`config.mk`:
```
export PLATFORM = sky130hd
export DESIGN_NAME = smb_reg_slave
export DESIGN_NICKNAME = d
export VERILOG_FILES = /design/src/rtl/smb_reg_pkg.sv /design/src/rtl/smb_line_sync.sv /design/src/rtl/smb_reg_bank.sv /design/src/rtl/smb_xfer_fsm.sv /design/src/rtl/smb_reg_slave.sv
export SDC_FILE = /design/constraint.sdc
export NUM_CORES = 1
export LEC_CHECK = 0
export BUFFER_PORTS_ARGS = -buffer_cell sky130_fd_sc_hd__buf_4
export CAP_MARGIN = 5
export CORE_ASPECT_RATIO = 1.75
export CORE_MARGIN = 2
export CORE_UTILIZATION = 56
export DETAILED_ROUTE_END_ITERATION = 8
export PLACE_DENSITY = 0.81
export REMOVE_ABC_BUFFERS = 1
export SLEW_MARGIN = 20
export SYNTH_ARGS = -nofsm -noshare
export SYNTH_HDL_FRONTEND = slang
export SYNTH_SLANG_ARGS = --single-unit
```
`constraint.sdc`:
```
create_clock -name clk -period 3.58 [get_ports clk]
set_input_delay 0.358 -clock clk [delete_from_list [all_inputs] [get_ports clk]]
set_output_delay 0.358 -clock clk [all_outputs]
set_load 0.03 [all_outputs]
```
`src/rtl/smb_reg_pkg.sv`:
```
package smb_reg_pkg;

  localparam int BYTE_W = 8;
  typedef logic [BYTE_W-1:0] byte_t;

  // transfer phase of the serial engine
  typedef enum logic [2:0] {
    PH_IDLE,
    PH_ADDR,
    PH_CMD,
    PH_COUNT,
    PH_WRITE,
    PH_READ,
    PH_IGNORE
  } phase_e;

  // register 0 control bits
  localparam int CFG_SAVED_BIT = 0;
  localparam int CNT_SKIP_BIT  = 6;
  // register 1 enable field
  localparam int SRC_EN_LSB    = 3;
  localparam int SRC_EN_W      = 5;

  function automatic byte_t reset_value(input int idx);
    case (idx)
      0:       return 8'h01;
      1:       return 8'hF8;
      default: return 8'h00;
    endcase
  endfunction

endpackage

```
`src/rtl/smb_line_sync.sv`:
```
module smb_line_sync #(
  parameter int STAGES = 2
) (
  input  logic clk,
  input  logic rst_n,
  input  logic scl_i,
  input  logic sda_i,
  output logic sda_s,
  output logic scl_rise,
  output logic scl_fall,
  output logic start_det,
  output logic stop_det
);

  localparam int ST = (STAGES < 2) ? 2 : STAGES;

  logic [ST-1:0] scl_pipe, sda_pipe;
  logic          scl_d, sda_d;
  logic          scl_s;

  always_ff @(posedge clk or negedge rst_n) begin
    if (!rst_n) begin
      scl_pipe <= '1;
      sda_pipe <= '1;
      scl_d    <= 1'b1;
      sda_d    <= 1'b1;
    end else begin
      scl_pipe <= {scl_pipe[ST-2:0], scl_i};
      sda_pipe <= {sda_pipe[ST-2:0], sda_i};
      scl_d    <= scl_pipe[ST-1];
      sda_d    <= sda_pipe[ST-1];
    end
  end

  assign scl_s     = scl_pipe[ST-1];
  assign sda_s     = sda_pipe[ST-1];
  assign scl_rise  = scl_s & ~scl_d;
  assign scl_fall  = ~scl_s & scl_d;
  // data edges only count as bus conditions while the clock is held high
  assign start_det = scl_s & scl_d & sda_d & ~sda_s;
  assign stop_det  = scl_s & scl_d & ~sda_d & sda_s;

endmodule

```
`src/rtl/smb_reg_bank.sv`:
```
module smb_reg_bank
  import smb_reg_pkg::*;
#(
  parameter int NREG  = 16,
  parameter int PTR_W = 8
) (
  input  logic                    clk,
  input  logic                    rst_n,
  input  logic                    wr_en,
  input  logic [$clog2(NREG)-1:0] wr_addr,
  input  byte_t                   wr_data,
  input  logic [PTR_W-1:0]        rd_addr,
  output byte_t                   rd_data,
  output logic [NREG*BYTE_W-1:0]  regs_flat
);

  localparam int AW = $clog2(NREG);

  for (genvar g = 0; g < NREG; g++) begin : g_reg
    byte_t q;
    always_ff @(posedge clk or negedge rst_n) begin
      if (!rst_n)
        q <= reset_value(g);
      else if (wr_en && (wr_addr == AW'(g)))
        q <= wr_data;
    end
    assign regs_flat[g*BYTE_W +: BYTE_W] = q;
  end

  // offsets past the bank read as zero
  always_comb begin
    rd_data = '0;
    for (int i = 0; i < NREG; i++)
      if (rd_addr == PTR_W'(i))
        rd_data = regs_flat[i*BYTE_W +: BYTE_W];
  end

endmodule

```
`src/rtl/smb_xfer_fsm.sv`:
```
module smb_xfer_fsm
  import smb_reg_pkg::*;
#(
  parameter logic [6:0] DEV_ADDR = 7'h69,
  parameter int         NREG     = 16,
  parameter int         PTR_W    = 8
) (
  input  logic                    clk,
  input  logic                    rst_n,
  input  logic                    sda_s,
  input  logic                    scl_rise,
  input  logic                    scl_fall,
  input  logic                    start_det,
  input  logic                    stop_det,
  input  logic                    cnt_skip,
  input  byte_t                   rd_data,
  output logic [PTR_W-1:0]        rd_addr,
  output logic                    wr_en,
  output logic [$clog2(NREG)-1:0] wr_addr,
  output byte_t                   wr_data,
  output logic                    sda_oe
);

  localparam int                AW       = $clog2(NREG);
  localparam logic [PTR_W-1:0]  NREG_P   = PTR_W'(NREG);
  localparam byte_t             CNT_BYTE = byte_t'(NREG);

  phase_e           phase;
  logic [3:0]       bit_cnt;
  logic             in_ack;
  byte_t            shreg;
  byte_t            txsh;
  logic             rw;
  logic             byte_mode;
  logic             m_nack;
  logic [PTR_W-1:0] ptr;
  logic [PTR_W-1:0] ptr_next;

  assign ptr_next = (ptr == '1) ? ptr : ptr + 1'b1;
  assign rd_addr  = ptr;

  always_ff @(posedge clk or negedge rst_n) begin
    if (!rst_n) begin
      phase     <= PH_IDLE;
      bit_cnt   <= '0;
      in_ack    <= 1'b0;
      shreg     <= '0;
      txsh      <= '0;
      rw        <= 1'b0;
      byte_mode <= 1'b0;
      m_nack    <= 1'b0;
      ptr       <= '0;
      wr_en     <= 1'b0;
      wr_addr   <= '0;
      wr_data   <= '0;
      sda_oe    <= 1'b0;
    end else begin
      wr_en <= 1'b0;
      if (start_det) begin
        phase   <= PH_ADDR;
        bit_cnt <= '0;
        in_ack  <= 1'b0;
        sda_oe  <= 1'b0;
      end else if (stop_det) begin
        phase   <= PH_IDLE;
        bit_cnt <= '0;
        in_ack  <= 1'b0;
        sda_oe  <= 1'b0;
      end else if (phase != PH_IDLE) begin
        if (scl_rise) begin
          if (in_ack)
            m_nack <= sda_s;
          else if (bit_cnt < 4'd8) begin
            shreg   <= {shreg[BYTE_W-2:0], sda_s};
            bit_cnt <= bit_cnt + 4'd1;
          end
        end else if (scl_fall) begin
          if (in_ack) begin
            // end of the acknowledge slot: choose what the next byte is
            in_ack  <= 1'b0;
            bit_cnt <= '0;
            sda_oe  <= 1'b0;
            case (phase)
              PH_ADDR: begin
                if (rw) begin
                  phase <= PH_READ;
                  if (!byte_mode && !cnt_skip) begin
                    txsh   <= CNT_BYTE;
                    sda_oe <= ~CNT_BYTE[BYTE_W-1];
                  end else begin
                    txsh   <= rd_data;
                    sda_oe <= ~rd_data[BYTE_W-1];
                    ptr    <= ptr_next;
                  end
                end else begin
                  phase <= PH_CMD;
                end
              end
              PH_CMD: begin
                byte_mode <= shreg[7];
                ptr       <= shreg[7] ? PTR_W'(shreg[6:0]) : '0;
                phase     <= (shreg[7] || cnt_skip) ? PH_WRITE : PH_COUNT;
              end
              PH_COUNT: phase <= PH_WRITE;
              PH_READ: begin
                if (m_nack)
                  phase <= PH_IGNORE;
                else begin
                  txsh   <= rd_data;
                  sda_oe <= ~rd_data[BYTE_W-1];
                  ptr    <= ptr_next;
                end
              end
              default: ;
            endcase
          end else if (bit_cnt == 4'd8) begin
            // byte complete: enter the acknowledge slot
            in_ack <= 1'b1;
            case (phase)
              PH_ADDR: begin
                if (shreg[7:1] == DEV_ADDR) begin
                  sda_oe <= 1'b1;
                  rw     <= shreg[0];
                end else begin
                  sda_oe <= 1'b0;
                  phase  <= PH_IGNORE;
                end
              end
              PH_CMD, PH_COUNT: sda_oe <= 1'b1;
              PH_WRITE: begin
                sda_oe <= 1'b1;
                if (ptr < NREG_P) begin
                  wr_en   <= 1'b1;
                  wr_addr <= AW'(ptr);
                  wr_data <= shreg;
                end
                ptr <= ptr_next;
              end
              default: sda_oe <= 1'b0;
            endcase
          end else if (phase == PH_READ) begin
            // next transmit bit, MSB first
            txsh   <= {txsh[BYTE_W-2:0], 1'b0};
            sda_oe <= ~txsh[BYTE_W-2];
          end
        end
      end
    end
  end

endmodule

```
`src/rtl/smb_reg_slave.sv`:
```
module smb_reg_slave
  import smb_reg_pkg::*;
#(
  parameter logic [6:0] DEV_ADDR    = 7'h69,
  parameter int         NREG        = 16,
  parameter int         SYNC_STAGES = 2
) (
  input  logic                   clk,
  input  logic                   rst_n,
  input  logic                   scl_i,
  input  logic                   sda_i,
  output logic                   sda_oe,
  output logic                   cfg_saved,
  output logic [SRC_EN_W-1:0]    src_en,
  output logic [NREG*BYTE_W-1:0] ctrl_regs
);

  localparam int AW    = $clog2(NREG);
  localparam int PTR_W = 8;

  logic             sda_s, scl_rise, scl_fall, start_det, stop_det;
  logic             wr_en;
  logic [AW-1:0]    wr_addr;
  byte_t            wr_data, rd_data;
  logic [PTR_W-1:0] rd_addr;

  smb_line_sync #(.STAGES(SYNC_STAGES)) u_sync (
    .clk       (clk),
    .rst_n     (rst_n),
    .scl_i     (scl_i),
    .sda_i     (sda_i),
    .sda_s     (sda_s),
    .scl_rise  (scl_rise),
    .scl_fall  (scl_fall),
    .start_det (start_det),
    .stop_det  (stop_det)
  );

  smb_xfer_fsm #(.DEV_ADDR(DEV_ADDR), .NREG(NREG), .PTR_W(PTR_W)) u_fsm (
    .clk       (clk),
    .rst_n     (rst_n),
    .sda_s     (sda_s),
    .scl_rise  (scl_rise),
    .scl_fall  (scl_fall),
    .start_det (start_det),
    .stop_det  (stop_det),
    .cnt_skip  (ctrl_regs[CNT_SKIP_BIT]),
    .rd_data   (rd_data),
    .rd_addr   (rd_addr),
    .wr_en     (wr_en),
    .wr_addr   (wr_addr),
    .wr_data   (wr_data),
    .sda_oe    (sda_oe)
  );

  smb_reg_bank #(.NREG(NREG), .PTR_W(PTR_W)) u_bank (
    .clk       (clk),
    .rst_n     (rst_n),
    .wr_en     (wr_en),
    .wr_addr   (wr_addr),
    .wr_data   (wr_data),
    .rd_addr   (rd_addr),
    .rd_data   (rd_data),
    .regs_flat (ctrl_regs)
  );

  assign cfg_saved = ctrl_regs[CFG_SAVED_BIT];
  assign src_en    = ctrl_regs[BYTE_W + SRC_EN_LSB +: SRC_EN_W];

endmodule

```
Yosys cells after proc, flatten, opt, wreduce, memory -nomap -nowiden

Cells that the tools add are included.

Output and inout bits: 135
Bits of input ports: 4
Logic and storage cells: 232
Register bits after elaboration: 182

Equal/unequal tests: 48
Reductions and logical operators: 47
Muxes and demuxes: 83
Order comparisons: 2
Add/subtract/negate cells: 2
Bitwise operators: 17

Operator list:

| operator                                      | count |
|---|---|
| 2-to-1 mux 8 bit                              | 23 |
| == test 8 x 4 -> 1 bit, second input constant | 8 |
| 2-to-1 mux 7 bit                              | 7 |
| == test 4 bit, second input constant          | 9 |
| 2-to-1 mux 3 bit                              | 12 |
| == test 8 x 3 -> 1 bit, second input constant | 4 |
| 2-to-1 mux 4 bit                              | 8 |
| 2-to-1 mux 1 bit                              | 28 |
| case mux 8 bit (3 select lines)               | 1 |
| AND reduction 9 bit                           | 2 |
| logical AND 1 bit                             | 17 |
| == test 4 x 3 -> 1 bit, second input constant | 4 |
| == test 8 x 2 -> 1 bit, second input constant | 2 |
| nonzero test 4 bit                            | 4 |
| case mux 7 bit (2 select lines)               | 1 |
| case mux 3 bit (4 select lines)               | 1 |
| AND reduction 11 bit                          | 1 |
| inverter 1 bit                                | 10 |
| AND reduction 10 bit                          | 1 |
| AND reduction 5 bit                           | 2 |
| inequality test 3 bit, second input constant  | 3 |
| nonzero test 3 bit                            | 3 |
| adder 8 x 1 -> 8 bit, second input constant   | 1 |
| == test 4 x 2 -> 1 bit, second input constant | 2 |
| 31 further kinds                              | 45 |

Longest topological paths before layout

Gate-level depths: netlist of run 1.

Depth in word-level cells: 27
Gate-level depth with buffers: 10
Gate-level depth less buffers: 8

Cells and area by module

A second synthesis of run 1 with hierarchy kept.

Cells, all modules: 760
Area, all modules: 9261.4 um^2

By module, submodules not included:

| module        | cells an instance | times used | area each (um^2) | seq. area each (um^2) |
|---|---|---|---|---|
| smb_reg_bank  | 498               | 1          | 6307.3           | 3210.6 |
| smb_xfer_fsm  | 246               | 1          | 2718.9           | 1201.2 |
| smb_line_sync | 10                | 1          | 190.2            | 157.7 |
| smb_reg_slave | 6                 | 1          | 45.0             | 0.0 |

Least setup slack after synthesis of run 1

OpenSTA, ideal clock, no wires.

Path type: reg2reg
Start: register u_sync.scl_d
End: register u_fsm.wr_addr[0]
Data arrival time: 2.326 ns
Required time: 3.455 ns
Period minus slack after synthesis: 2.451 ns
Setup time: 0.125 ns
Buffers on the path: 1
Stages on the path, launching flop included: 9
Path slack: 1.129 ns
Cell sequence: dfstp_2 inv_1 ha_1 nand2b_1 a211oi_1 nand4_1 nor4_1 buf_2 mux2_2

Cells in the longest elaborated chain, start to end: 5
Elaborated cells on any way between the ends: 12
Classes of those cells: 11 x bitwise; 1 x reduce/logical

Ends and longest elaborated chain:

| item                                      | RTL line                                 | text |
|---|---|---|
| start: declaration                        | smb_line_sync.sv:18                      | `logic scl_d, sda_d;` |
| start signal: assignment                  | smb_line_sync.sv:30                      | `scl_d <= scl_pipe[ST-1];` |
| AND 1 bit                                 | smb_line_sync.sv:40, smb_line_sync.sv:41 |  |
| AND 1 bit (on tied branches) (2 in a row) | smb_line_sync.sv:41, smb_line_sync.sv:40 |  |
| inverter 1 bit (no line)                  | n/a                                      |  |
| AND reduction 9 bit (no line) *           | n/a                                      |  |
| end signal: assignment                    | smb_xfer_fsm.sv:134                      | `wr_addr <= AW'(ptr);` |
| end: declaration                          | smb_xfer_fsm.sv:19                       | `output logic [$clog2(NREG)-1:0] wr_addr,` |

Every way passes the cells marked *; elsewhere a longest branch is shown, timed or not.
A chain may end at the register's enable or synchronous reset.

Final worst setup path of run 1

Start: register u_fsm.ptr[1], in the netlist u_fsm.rd_addr[1]
End: register u_fsm.txsh[4]

Cells in the longest elaborated chain, start to end: 21
Elaborated cells on any way between the ends: 37
Classes of those cells: 15 x eq/ne; 21 x mux; 1 x reduce/logical

Ends and longest elaborated chain:

| item                              | RTL line            | text |
|---|---|---|
| start: declaration                | smb_xfer_fsm.sv:36  | `logic [PTR_W-1:0] ptr;` |
| start signal: assignment          | smb_xfer_fsm.sv:93  | `ptr <= ptr_next;` |
| start signal: assignment          | smb_xfer_fsm.sv:101 | `ptr <= shreg[7] ? PTR_W'(shreg[6:0]) : '0;` |
| start signal: assignment          | smb_xfer_fsm.sv:111 | `ptr <= ptr_next;` |
| logical NOT 8 bit                 | smb_reg_bank.sv:34  | `if (rd_addr == PTR_W'(i))` |
| 2-to-1 mux 8 bit (15 in a row)    | smb_reg_bank.sv:34  |  |
| 2-to-1 mux 8 bit *                | smb_reg_bank.sv:34  |  |
| 2-to-1 mux 7 bit                  | smb_xfer_fsm.sv:87  | `if (!byte_mode && !cnt_skip) begin` |
| 2-to-1 mux 7 bit                  | smb_xfer_fsm.sv:85  | `if (rw) begin` |
| case mux 7 bit (2 select lines) * | smb_xfer_fsm.sv:83  | `case (phase)` |
| 2-to-1 mux 7 bit *                | smb_xfer_fsm.sv:78  | `if (in_ack) begin` |
| end signal: assignment            | smb_xfer_fsm.sv:91  | `txsh <= rd_data;` |
| end signal: assignment            | smb_xfer_fsm.sv:109 | `txsh <= rd_data;` |
| end signal: assignment            | smb_xfer_fsm.sv:143 | `txsh <= {txsh[BYTE_W-2:0], 1'b0};` |
| end: declaration                  | smb_xfer_fsm.sv:32  | `byte_t txsh;` |

Every way passes the cells marked *; elsewhere a longest branch is shown, timed or not. The select of a mux whose other input is x is not followed.

==> out/qor.log, run 1 <==
qor: sta.final_period_minus_worst_setup_slack 2930 ps
qor: finish.antennaDiodeCount 0
qor: die.initial_cell_density_of_the_core 56.8%
qor: sta.setup-violations-final 0
qor: setup_path.cp-start-kind flop
qor: yosys.count_of_flip_flops_with_a_built_in_enable_after_synthesis 0
qor: finish.commonest_cells_after_routing_fill_and_taps_aside sky130_fd_sc_hd__dfrtp_1, sky130_fd_sc_hd__buf_4, sky130_fd_sc_hd__mux2_2, sky130_fd_sc_hd__nor2_1, sky130_fd_sc_hd__nand2_1
qor: yosys.postSynth.topFlopCell sky130_fd_sc_hd__dfrtp_1
qor: sta.max_clock_freq 342 MHz
qor: yosys.synthesis.yosys.warnings 0
qor: sta.period_share 81.7%
qor: finish.final_layout_size_suffix_gt1_share 37.6%
qor: grt.gr-usage-all-layers 35.9%
qor: clock_tree.cts-buffers-inserted 17
qor: detailed_routing.wirelength 31.0 mm
qor: clock_tree.cts_tree built
qor: grt.grt_max_degree 92
qor: yosys.postSynthRegisterBits 182
qor: setup_path.worst_path_largest_cell_delay 700 ps
qor: pwr.p_sw 0.00101 W
qor: detailed_routing.drtPass1Iterations 6
qor: die.die_h 174 µm
qor: die.io_pins 139
qor: pwr.power-per-cell-area 380 nW/µm²
qor: detailed_routing.top_signal_layer_used met4
qor: yosys.postSynthCellCount 830
qor: yosys.post_synth_main_area_contributors sky130_fd_sc_hd__dfrtp_1, sky130_fd_sc_hd__mux2_2, sky130_fd_sc_hd__dfstp_2, sky130_fd_sc_hd__o21ai_0, sky130_fd_sc_hd__nor2_1
qor: yosys.syn-mean-instance-area 11.2 µm²
qor: pwr.p_leak 5.23 nW
qor: die.num_rows 62
qor: detailed_routing.initialDrtViolationCount 771
qor: clock_tree.clock_insertion_delay_worst_skew 440 ps
qor: setup_path.cp.buffers_inverters 1
qor: sta.slew_headroom 16.8%
qor: pwr.internal_power 0.00317 W
qor: pwr.pwr-share-seq 52.3%
qor: clock_tree.clock_sink_count 182
qor: sta.grt_setup_unrepaired false
qor: detailed_routing.detail_route.drc_violations 0
qor: yosys.sequential_to_total_area_share_from_yosys_stat 49.4%
qor: worst_hold_path.hold_path.class in2reg
qor: sta.worstMarginPinSlew 1240 ps
qor: detailed_routing.met2_wirelength 15.5 mm
qor: setup_path.end_kind flop
qor: detailed_routing.post_drt_antenna_nets 0
qor: detailed_routing.routed-wl-met3 2.19 mm
qor: sta.final.setup_skew 9.27 ps
qor: sta.timing.hold.ws 19.7 ps
qor: setup_path.worst_path_dominant_cell_family compound AO/OA/AOI/OAI gates
qor: die.coreArea 16,300 µm²
qor: clock_tree.post-cts-setup-buffers 0
qor: detailed_routing.vias_per_cell 6.91
qor: setup_path.worst_ep_arrival_time 3310 ps
qor: detailed_routing.dr_total_vias 7,930
qor: yosys.yosys.area.top_type_share 46.0%
qor: pwr.combinational_share_of_power 3.7%
qor: pwr.peakVddDrop 326 µV
qor: grt.number_of_global_route_vias_before_repair 7,685
qor: placed_design.finalWeightedCongestion 1.02
qor: finish.final_common_cell sky130_fd_sc_hd__dfrtp_1
qor: finish.layout.core_utilization 67.4%
qor: yosys.synth_top_cell_by_area sky130_fd_sc_hd__dfrtp_1
qor: grt.globalRouteOverflowTotal 0
qor: yosys.netlist_area 9260 µm²
qor: die.die_width 101 µm
qor: setup_path.path_cells inv_1 -> ha_1 -> and2_1 -> a221oi_1 -> o32ai_1 -> a22o_1 -> a31o_2
qor: clock_tree.max-clock-path-buffers 2
qor: detailed_routing.wire_per_inst 27.0 µm
qor: status.outcome completed
qor: clock_tree.clk_root_buffer_cell sky130_fd_sc_hd__clkbuf_16
qor: clock_tree.holdBufCountCts 1
qor: run.maxCapViolations 0
qor: detailed_routing.routedLengthMet1 10.8 mm
qor: pwr.pwr-share-clk 44.0%
qor: placed_design.port_buffers 138
qor: pwr.power_switching_share 24.2%
qor: sta.timing.final.hold_violations 0
qor: finish.filler_cell_count 1,290
qor: finish.nNetsFinal 956
qor: yosys.netlist-cell-type-count 72
qor: placed_design.place_hpwl 21.8 mm
qor: setup_path.path_class reg2reg
qor: sta.finalSetupTns 0 ps
qor: clock_tree.maximum_level_of_the_cts_h_tree 4
qor: yosys.async_flop_share 100%
qor: finish.syn2layout_area_growth 18.7%
qor: clock_tree.post_cts.resized_instances 0
qor: sta.final_max_slew_viol_count 0
qor: setup_path.timing.critical_path.required 3970 ps
qor: grt.grt_pass1_wl 46.7 mm
qor: grt.antenna_violations_before_repair 0
qor: die.floorplan.die_area 17,600 µm²
qor: setup_path.critical-path-slowest-cell sky130_fd_sc_hd__and2_1
qor: setup_path.maximum_fanout_count_along_the_critical_path 19
qor: clock_tree.clk_pin_slew_worst_paths 70 ps
[sequential cells by signal, summed over array words and instances, names as in the netlist]
signal / flops
u_fsm.m_nack: 1
u_sync.sda_pipe: 2
u_sync.sda_d: 1
u_sync.scl_d: 1
u_fsm.rw: 1
u_fsm.wr_addr: 4
u_fsm.in_ack: 1
u_fsm.shreg: 8
u_fsm.phase: 3
u_bank.g.q: 128
u_fsm.sda_oe: 1
u_fsm.txsh: 7
u_sync.scl_pipe: 2
u_fsm.bit_cnt: 4
u_fsm.rd_addr: 8
u_fsm.byte_mode: 1
u_fsm.wr_en: 1
u_fsm.wr_data: 8
[final timing paths]
path	startpoint	to	slack (ps)	depth (start not counted)
hold reg to reg	u_sync.sda_pipe[0]	u_sync.sda_pipe[1]	360	0
setup reg to reg	u_fsm.rd_addr[1]	u_fsm.txsh[4]	650	7
max in group asynchronous	rst_n	u_sync.scl_pipe[0]	2200	3
setup / recovery	u_fsm.rd_addr[1]	u_fsm.txsh[4]	650	7
hold / removal	scl_i	u_sync.scl_pipe[0]	20	1
min in group asynchronous	rst_n	u_bank.g_reg[0].q[2]	470	2
[synth_stat cells, types with 6 or more instances]
cell,count
sky130_fd_sc_hd__inv_1,20
sky130_fd_sc_hd__dfstp_2,12
sky130_fd_sc_hd__a32oi_1,7
sky130_fd_sc_hd__clkbuf_1,40
sky130_fd_sc_hd__nand4_1,6
sky130_fd_sc_hd__o221ai_1,8
sky130_fd_sc_hd__o21ai_0,35
sky130_fd_sc_hd__nor3_1,18
sky130_fd_sc_hd__buf_4,8
sky130_fd_sc_hd__ha_1,9
sky130_fd_sc_hd__nor3b_1,8
sky130_fd_sc_hd__or3_1,7
sky130_fd_sc_hd__nand3b_1,6
sky130_fd_sc_hd__nor2b_1,10
sky130_fd_sc_hd__o22ai_1,13
sky130_fd_sc_hd__and3_1,6
sky130_fd_sc_hd__buf_2,15
sky130_fd_sc_hd__o31ai_1,6
sky130_fd_sc_hd__dfrtp_1,170
sky130_fd_sc_hd__mux2_2,147
sky130_fd_sc_hd__nand3_1,13
sky130_fd_sc_hd__nand2b_1,12
sky130_fd_sc_hd__a211oi_1,7
sky130_fd_sc_hd__a221oi_1,19
sky130_fd_sc_hd__a21oi_1,34
sky130_fd_sc_hd__nand2_1,40
sky130_fd_sc_hd__o32ai_1,6
sky130_fd_sc_hd__a31oi_1,16
sky130_fd_sc_hd__nor2_1,46
[per-layer routing]
metal	GRT usage (%)	up-vias
li1	-	3346
met1	42.4	3966
met2	59.1	475
met3	5.67	143
met4	24.2	0
met5	0	-
[through the flow]
| stage | worst slack [ps] | power [W] | instances | instance area, µm² |
|---|---|---|---|---|
| after floorplan | 462 | 0.00227 | 766 | 8960 |
| after global placement | 784 | 0.00236 | 1115 | 10400 |
| after detailed placement | 765 | 0.00238 | 1115 | 10400 |
| after CTS | 709 | 0.00418 | 1148 | 11000 |
| after global routing | 487 | 0.00429 | 1148 | 11000 |
| final | 654 | 0.00418 | 1148 | 11000 |
[power groups by stage]
stage	sequential (W)	clock, W	combinational (W)
2_1_floorplan	0.00219	0	0.0000884
3_3_place_gp	0.00222	0	0.000148
4_1_cts	0.00218	0.00184	0.000156
5_1_grt	0.00219	0.00192	0.000176
3_5_place_dp	0.00222	0	0.000155
6_report	0.00218	0.00184	0.000153
[cell families after synthesis]
kind of cell,share of synthesized area (%)
AND/OR/NAND/NOR,11.5
flip-flops,49.4
adder cells (fa/ha/maj),1.22
AO/OA/AOI/OAI,15.4
buffers and inverters,4.06
multiplexers,18.3
XOR/XNOR,0.0946
[final cells by class]
cell class / count / area (µm²) / share of cell area [%]
clock buffer: 19 / 453 / 4.12
clock inverter: 13 / 121 / 1.10
inverter: 21 / 78.8 / 0.718
multi-input combinational: 563 / 4320 / 39.3
sequential: 182 / 4570 / 41.6
tap: 192 / 240 / 2.19
timing repair buffer: 158 / 1200 / 11.0
(Power assumes the default switching activity.)
==> inputs of run 2 (changes only) <==
Settings changed: ABC_AREA set to 1, CORE_UTILIZATION 56 to 52, PLACE_DENSITY 0.81 to 0.79.
Clock period 3.58 ns to 2.5 ns, I/O delays scaled along.
==> out/qor.log, run 2 <==
qor: setup_path.path_class reg2reg
qor: clock_tree.clk_pin_slew_worst_paths 70 ps
qor: setup_path.crit-reg2reg-capture u_fsm.txsh[1]
qor: finish.filler_cell_count 1,371
qor: finish.final_common_cell sky130_fd_sc_hd__nand2_1
qor: finish.nNetsFinal 1,294
qor: grt.gr-usage-all-layers 29.5%
qor: setup_path.worst_ep_arrival_time 2800 ps
qor: yosys.postSynth.topFlopCell sky130_fd_sc_hd__dfrtp_1
qor: grt.antenna_violations_before_repair 0
qor: grt.globalRouteOverflowTotal 0
qor: sta.timing.final.hold_violations 0
qor: finish.largest_register_ffs 128
qor: finish.regMostFlops u_bank.g.q
qor: yosys.syn-mean-instance-area 8.06 µm²
qor: status.outcome completed
qor: sta.slew_headroom 50.4%
qor: die.io_pins 139
qor: die.coreArea 16,900 µm²
qor: worst_hold_path.whs_endpoint u_sync.sda_pipe[1]
qor: yosys.post_synth_main_area_contributors sky130_fd_sc_hd__dfrtp_1, sky130_fd_sc_hd__nand2_1, sky130_fd_sc_hd__o21ai_0, sky130_fd_sc_hd__a21oi_1, sky130_fd_sc_hd__inv_1
qor: grt.grt_pass1_wl 41.2 mm
qor: die.floorplan.die_area 18,300 µm²
qor: finish.commonest_cells_after_routing_fill_and_taps_aside sky130_fd_sc_hd__nand2_1, sky130_fd_sc_hd__buf_4, sky130_fd_sc_hd__dfrtp_1, sky130_fd_sc_hd__o21ai_0, sky130_fd_sc_hd__inv_1
qor: die.num_rows 63
qor: setup_path.critical_path.reg2reg.startpoint u_fsm.rd_addr[5]
qor: sta.grt_setup_unrepaired true
qor: yosys.async_flop_share 100%
qor: yosys.netlist-cell-type-count 50
qor: detailed_routing.detail_route.drc_violations 0
qor: yosys.yosys.area.top_type_share 47.6%
qor: detailed_routing.post_drt_antenna_nets 0
qor: yosys.postSynthCellCount 1,110
qor: detailed_routing.wire_per_inst 18.0 µm
qor: placed_design.port_buffers 138
qor: setup_path.timing.critical_path.required 2820 ps
qor: detailed_routing.wirelength 27.4 mm
qor: die.die_h 178 µm
qor: detailed_routing.dr_total_vias 8,583
qor: yosys.synth_top_cell_by_area sky130_fd_sc_hd__dfrtp_1
qor: setup_path.end_kind flop
qor: sta.setup-violations-final 0
qor: sta.postLayoutSetupSlackWorst 16.8 ps
qor: clock_tree.cts-buffers-inserted 17
qor: grt.grt_max_degree 69
qor: finish.seq_area 4570 µm²
qor: setup_path.rr_worst_depth 21
qor: clock_tree.max-clock-path-buffers 2
qor: die.die_width 103 µm
qor: sta.timing.hold.ws 362 ps
qor: die.initial_cell_density_of_the_core 53.0%
qor: placed_design.placed_cells 1,459
qor: grt.number_of_global_route_vias_before_repair 7,841
qor: clock_tree.clock_insertion_delay_worst_skew 430 ps
qor: clock_tree.clk_root_buffer_cell sky130_fd_sc_hd__clkbuf_16
qor: worst_hold_path.worst_hold_startpoint u_sync.sda_pipe[0]
qor: setup_path.cp-start-kind flop
qor: clock_tree.clock_sink_count 182
qor: pwr.peakVddDrop 479 µV
qor: detailed_routing.vias_per_cell 5.64
qor: sta.period_share 99.3%
qor: finish.final_layout_size_suffix_gt1_share 25.6%
qor: finish.syn2layout_area_growth 26.6%
qor: finish.multi_input_comb_area 3990 µm²
qor: finish.antennaDiodeCount 0
qor: yosys.synthTopCellsByCount sky130_fd_sc_hd__nand2_1, sky130_fd_sc_hd__dfrtp_1, sky130_fd_sc_hd__o21ai_0
qor: worst_hold_path.min_delay_path_depth 0
qor: sta.final_max_slew_viol_count 0
qor: sta.final.setup_skew 17.1 ps
qor: sta.max_clock_freq 403 MHz
qor: yosys.postSynthRegisterBits 182
qor: finish.finish.cell_count_without_fillers 1,521
qor: setup_path.crit_path_start u_fsm.rd_addr[5]
qor: clock_tree.cts_tree built
qor: clock_tree.maximum_level_of_the_cts_h_tree 4
qor: placed_design.place_ws 26.3 ps
qor: worst_hold_path.hold_path.class reg2reg
qor: yosys.sequential_to_total_area_share_from_yosys_stat 51.1%
qor: yosys.count_of_flip_flops_with_a_built_in_enable_after_synthesis 0
qor: detailed_routing.drtPass1Iterations 8
qor: setup_path.reg2reg_slack 20 ps
qor: sta.final_period_minus_worst_setup_slack 2480 ps
qor: setup_path.maximum_fanout_count_along_the_critical_path 6
qor: sta.worstMarginPinSlew 743 ps
qor: yosys.synth_most_common_cell sky130_fd_sc_hd__nand2_1
qor: yosys.netlist_area 8940 µm²
qor: detailed_routing.initialDrtViolationCount 699
qor: run.maxCapViolations 0
qor: placed_design.place_hpwl 19.5 mm
qor: pwr.power-per-cell-area 535 nW/µm²
qor: pwr.p_leak 5.48 nW
qor: yosys.synthesis.yosys.warnings 0
qor: placed_design.finalWeightedCongestion 0.933
[run 2: cell types whose count changed in the layout (fill, tap and decap cells not counted), sizes merged, moves of 12 or more]
cell,before,now
a221oi,19,2
nor2,46,95
buf,157,192
nand3,13,56
nand2b,12,0
mux2,147,0
a31oi,16,1
o21ai,35,165
inv,23,107
nand2,40,321
o22ai,13,1
a21oi,34,77
[run 2: kinds of logic (layout without fill, tap and decap cells)]
family	count (synthesis)	after routing	synth area share, %
XOR/XNOR	3	3	0.294
buffers and inverters	148	330	6.97
multiplexers	1	1	0.112
AND/OR/NAND/NOR	501	503	24.5
adder cells (fa/ha/maj)	9	9	1.26
AO/OA/AOI/OAI	266	266	15.8
flip-flops	182	182	51.1
[run 2: power breakdown]
part           internal (W)  leakage, nW  switching [W]
sequential          0.00303         2.48      0.0000764
combinational      0.000103         2.75       0.000233
clock               0.00139        0.252        0.00122
[run 2: metrics by stage]
step	area (µm²)	power (W)	utilization, %	setup TNS, ps
6_report	11300	0.00605	67.1	0
5_1_grt	11300	0.00624	67.1	-648
4_1_cts	10900	0.00606	64.6	0
3_5_place_dp	10300	0.00350	61.1	0
3_3_place_gp	10300	0.00349	61.1	0
2_1_floorplan	8720	0.00333	-	0
[run 2: worst max path at each step]
stage	end	cells after the start
after global placement	u_fsm.txsh[4]	18
after global routing	u_fsm.txsh[0]	21
after CTS	u_fsm.txsh[2]	22
final	u_fsm.txsh[1]	21
after floorplan	u_fsm.txsh[4]	22
after detailed placement	u_fsm.txsh[1]	18
[run 2: metal layers]
metal	vias up	track usage, %	part of all wire [%]
met3	114	4.06	5.7
met2	437	50.9	52
met4	0	16.6	6.8
met5	-	0	0
met1	4069	34.3	36
li1	3963	-	-
[run 2: layout make-up]
| cell class | instances | share of cell area [%] |
|---|---|---|
| Multi-Input combinational cell | 782 | 35.2 |
| Tap cell | 227 | 2.51 |
| Clock buffer | 20 | 3.86 |
| Clock inverter | 12 | 1.07 |
| Timing Repair Buffer | 195 | 13.3 |
| Inverter | 102 | 3.51 |
| Sequential cell | 182 | 40.4 |
| Timing Repair inverter | 1 | 0.0773 |
[run 2: worst max-delay path: stages, from the launching register on]
cell and delay, ps:
sky130_fd_sc_hd__dfrtp_2 450, sky130_fd_sc_hd__nor2_4 190, sky130_fd_sc_hd__nand2_8 130, sky130_fd_sc_hd__inv_12 100, sky130_fd_sc_hd__nand2_8 60, sky130_fd_sc_hd__nor2_4 230, sky130_fd_sc_hd__buf_6 130, sky130_fd_sc_hd__nor2_2 30
sky130_fd_sc_hd__nand2_1 80, sky130_fd_sc_hd__nand3_2 70, sky130_fd_sc_hd__nand2_2 80, sky130_fd_sc_hd__nand2_2 50, sky130_fd_sc_hd__nand2_2 100, sky130_fd_sc_hd__nand3_2 70, sky130_fd_sc_hd__nand3_2 100, sky130_fd_sc_hd__nand3_2 90
sky130_fd_sc_hd__nand2_1 80, sky130_fd_sc_hd__nand3_1 70, sky130_fd_sc_hd__nand2_1 90, sky130_fd_sc_hd__nand2_1 40, sky130_fd_sc_hd__nand2_1 70, sky130_fd_sc_hd__a21oi_2 50
[run 2: timing repair]
item | CTS | global route
resized for setup | 0 | 65
buffers inserted | 0 | 24
endpoints found under the setup margin | 2 | 8
hold buffers | 3 | 0
cloned | 0 | 3
pin swaps | 1 | 32
endpoints found under the hold margin | 63 | 0
==> inputs of run 3 (changes only) <==
==> constraint.sdc (replaced) <==
create_clock -name clk -period 2.5 [get_ports clk]
set_input_delay 0.5 -clock clk [delete_from_list [all_inputs] [get_ports clk]]
set_output_delay 0.5 -clock clk [all_outputs]
set_load 0.03 [all_outputs]
==> out/qor.log, run 3 (same netlist as run 2, synthesis figures left out) <==
qor: pwr.p_leak 5.42 nW
qor: detailed_routing.top_signal_layer_used met4
qor: pwr.power-per-cell-area 541 nW/µm²
qor: grt.grt_max_degree 64
qor: die.die_h 178 µm
qor: placed_design.port_buffers 138
qor: clock_tree.clk_pin_slew_worst_paths 70 ps
qor: grt.globalRouteOverflowTotal 0
qor: detailed_routing.routedLengthMet1 9.73 mm
qor: pwr.peakVddDrop 499 µV
qor: finish.syn2layout_area_growth 25.5%
qor: setup_path.worst_ep_arrival_time 2830 ps
qor: finish.largest_register_ffs 128
qor: run.maxCapViolations 0
qor: detailed_routing.vias_per_cell 5.60
qor: clock_tree.clk_root_buffer_cell sky130_fd_sc_hd__clkbuf_16
qor: finish.nNetsFinal 1,282
qor: die.die_width 103 µm
qor: die.floorplan.die_area 18,300 µm²
qor: sta.timing.hold.ws 55.7 ps
qor: worst_hold_path.hold_path.class in2async
qor: status.outcome finished with violations
qor: die.coreArea 16,900 µm²
qor: finish.commonest_cells_after_routing_fill_and_taps_aside sky130_fd_sc_hd__nand2_1, sky130_fd_sc_hd__buf_4, sky130_fd_sc_hd__dfrtp_1, sky130_fd_sc_hd__o21ai_0, sky130_fd_sc_hd__inv_1
qor: finish.filler_cell_count 1,420
qor: die.num_rows 63
qor: sta.setup-violations-final 1
qor: finish.final_common_cell sky130_fd_sc_hd__nand2_1
qor: setup_path.end_kind flop
qor: sta.final_max_slew_viol_count 0
qor: clock_tree.maximum_level_of_the_cts_h_tree 4
qor: detailed_routing.post_drt_antenna_nets 0
qor: sta.period_share 100%
qor: clock_tree.cts_tree built
qor: clock_tree.clock_sink_count 182
qor: setup_path.path_class reg2reg
qor: grt.number_of_global_route_vias_before_repair 7,833
qor: die.initial_cell_density_of_the_core 53.0%
qor: detailed_routing.met2_wirelength 14.0 mm
qor: sta.timing.final.hold_violations 0
qor: die.io_pins 139
qor: detailed_routing.dr_total_vias 8,452
qor: finish.regMostFlops u_bank.g.q
qor: placed_design.place_hpwl 19.3 mm
qor: sta.worstMarginPinSlew 723 ps
qor: placed_design.finalWeightedCongestion 0.923
qor: sta.slew_headroom 51.8%
qor: status.failed_checks negative setup slack
qor: finish.antennaDiodeCount 0
qor: sta.postLayoutSetupSlackWorst -6.27 ps
qor: detailed_routing.initialDrtViolationCount 720
qor: grt.gr-usage-all-layers 29.3%
qor: grt.grt_pass1_wl 41.0 mm
qor: grt.antenna_violations_before_repair 0
qor: setup_path.maximum_fanout_count_along_the_critical_path 7
qor: detailed_routing.detail_route.drc_violations 0
qor: sta.final_period_minus_worst_setup_slack 2510 ps
qor: clock_tree.max-clock-path-buffers 2
qor: detailed_routing.wire_per_inst 17.7 µm
qor: clock_tree.clock_insertion_delay_worst_skew 430 ps
qor: detailed_routing.routed-wl-met3 1.40 mm
qor: setup_path.cp-start-kind flop
qor: clock_tree.cts-buffers-inserted 17
qor: setup_path.timing.critical_path.required 2820 ps
qor: finish.final_layout_size_suffix_gt1_share 24.3%
qor: sta.final.setup_skew 11.9 ps
qor: detailed_routing.drtPass1Iterations 5
qor: detailed_routing.wirelength 26.7 mm
qor: clock_tree.holdBufCountCts 0
qor: sta.grt_setup_unrepaired true
qor: sta.max_clock_freq 399 MHz
qor: setup_path.reg2reg_slack -6 ps
qor: pwr.design_power_total 0.00607 W
run 3: cell count changes in the layout (fill, tap and decap cells not counted), sizes merged, moves of 2 or more:
| cell | previous run | this run |
|---|---|---|
| buf | 192 | 185 |
| clkbuf | 20 | 18 |
| clkinv | 1 | 4 |
| clkinvlp | 6 | 0 |
| dlygate4sd3 | 3 | 0 |
| inv | 107 | 112 |
run 3: per-stage QoR:
stage / setup WS (ps) / std cells / instance area (µm²) / TNS (ps) / util [%]
after global placement: 6.01 / 1458 / 10300 / 0 / 61.1
final: -6.27 / 1509 / 11200 / -6.27 / 66.5
after CTS: 27.8 / 1490 / 10900 / 0 / 64.5
after global routing: -186 / 1509 / 11200 / -921 / 66.5
after detailed placement: -21.7 / 1458 / 10300 / -21.7 / 61.1
after floorplan: 411 / 1064 / 8720 / 0 / -
run 3: worst paths after layout:
| path | startpoint | endpoint | depth (start not counted) |
|---|---|---|---|
| min in group clk | sda_i | u_sync.sda_pipe[0] | 1 |
| worst min-delay path | rst_n | u_bank.g_reg[0].q[2] | 1 |
| worst max register to register | u_fsm.rd_addr[7] | u_fsm.txsh[1] | 19 |
| worst min register to register | u_sync.sda_pipe[0] | u_sync.sda_pipe[1] | 0 |
| max in group asynchronous | rst_n | u_bank.g_reg[8].q[3] | 2 |
| worst max-delay path | u_fsm.rd_addr[7] | u_fsm.txsh[1] | 19 |
run 3: layer usage:
metal	global-route usage, %	vias to the layer above
met1	34.4	4020
met2	50.0	374
met4	16.9	0
met3	4.25	102
met5	0	-
li1	-	3956
run 3: cell type report:
cell class / count / area [µm²] / share of cell area (%)
Clock buffer: 18 / 439 / 3.91
Inverter: 102 / 403 / 3.59
Clock inverter: 14 / 128 / 1.14
Tap cell: 227 / 284 / 2.53
Multi-Input combinational cell: 781 / 3930 / 35.0
Timing Repair Buffer: 185 / 1470 / 13.1
Sequential cell: 182 / 4570 / 40.7
run 3: critical path: stages (launching register included):
cell and delay (ps):
sky130_fd_sc_hd__dfrtp_1 420, sky130_fd_sc_hd__nor2_4 200, sky130_fd_sc_hd__buf_4 150, sky130_fd_sc_hd__nand4_1 270, sky130_fd_sc_hd__o21ai_0 290, sky130_fd_sc_hd__nand2_1 90
sky130_fd_sc_hd__nand2_1 70, sky130_fd_sc_hd__nand3_1 70, sky130_fd_sc_hd__nand2_1 70, sky130_fd_sc_hd__nand2_1 50, sky130_fd_sc_hd__nand2_1 100, sky130_fd_sc_hd__nand3_1 90
sky130_fd_sc_hd__nand3_1 100, sky130_fd_sc_hd__nand3_1 80, sky130_fd_sc_hd__nand2_1 60, sky130_fd_sc_hd__nand3_1 60, sky130_fd_sc_hd__nand2_1 70, sky130_fd_sc_hd__nand2_1 40
sky130_fd_sc_hd__nand2_1 60, sky130_fd_sc_hd__a21oi_1 60
run 3: where the power goes:
part / internal (W) / switching [W] / leakage [nW] / total [W]
combinational: 0.000101 / 0.000233 / 2.65 / 0.000334
sequential: 0.00303 / 0.0000824 / 2.48 / 0.00312
clock: 0.00135 / 0.00127 / 0.284 / 0.00262
run 3: what timing repair did:
item                                   in CTS  in global routing
setup endpoints to repair                   1                 10
gates cloned                                0                  1
pin swaps                                   1                 27
endpoints found under the hold margin       0                  0
resized for setup                           0                 54
setup buffers                               0                 18
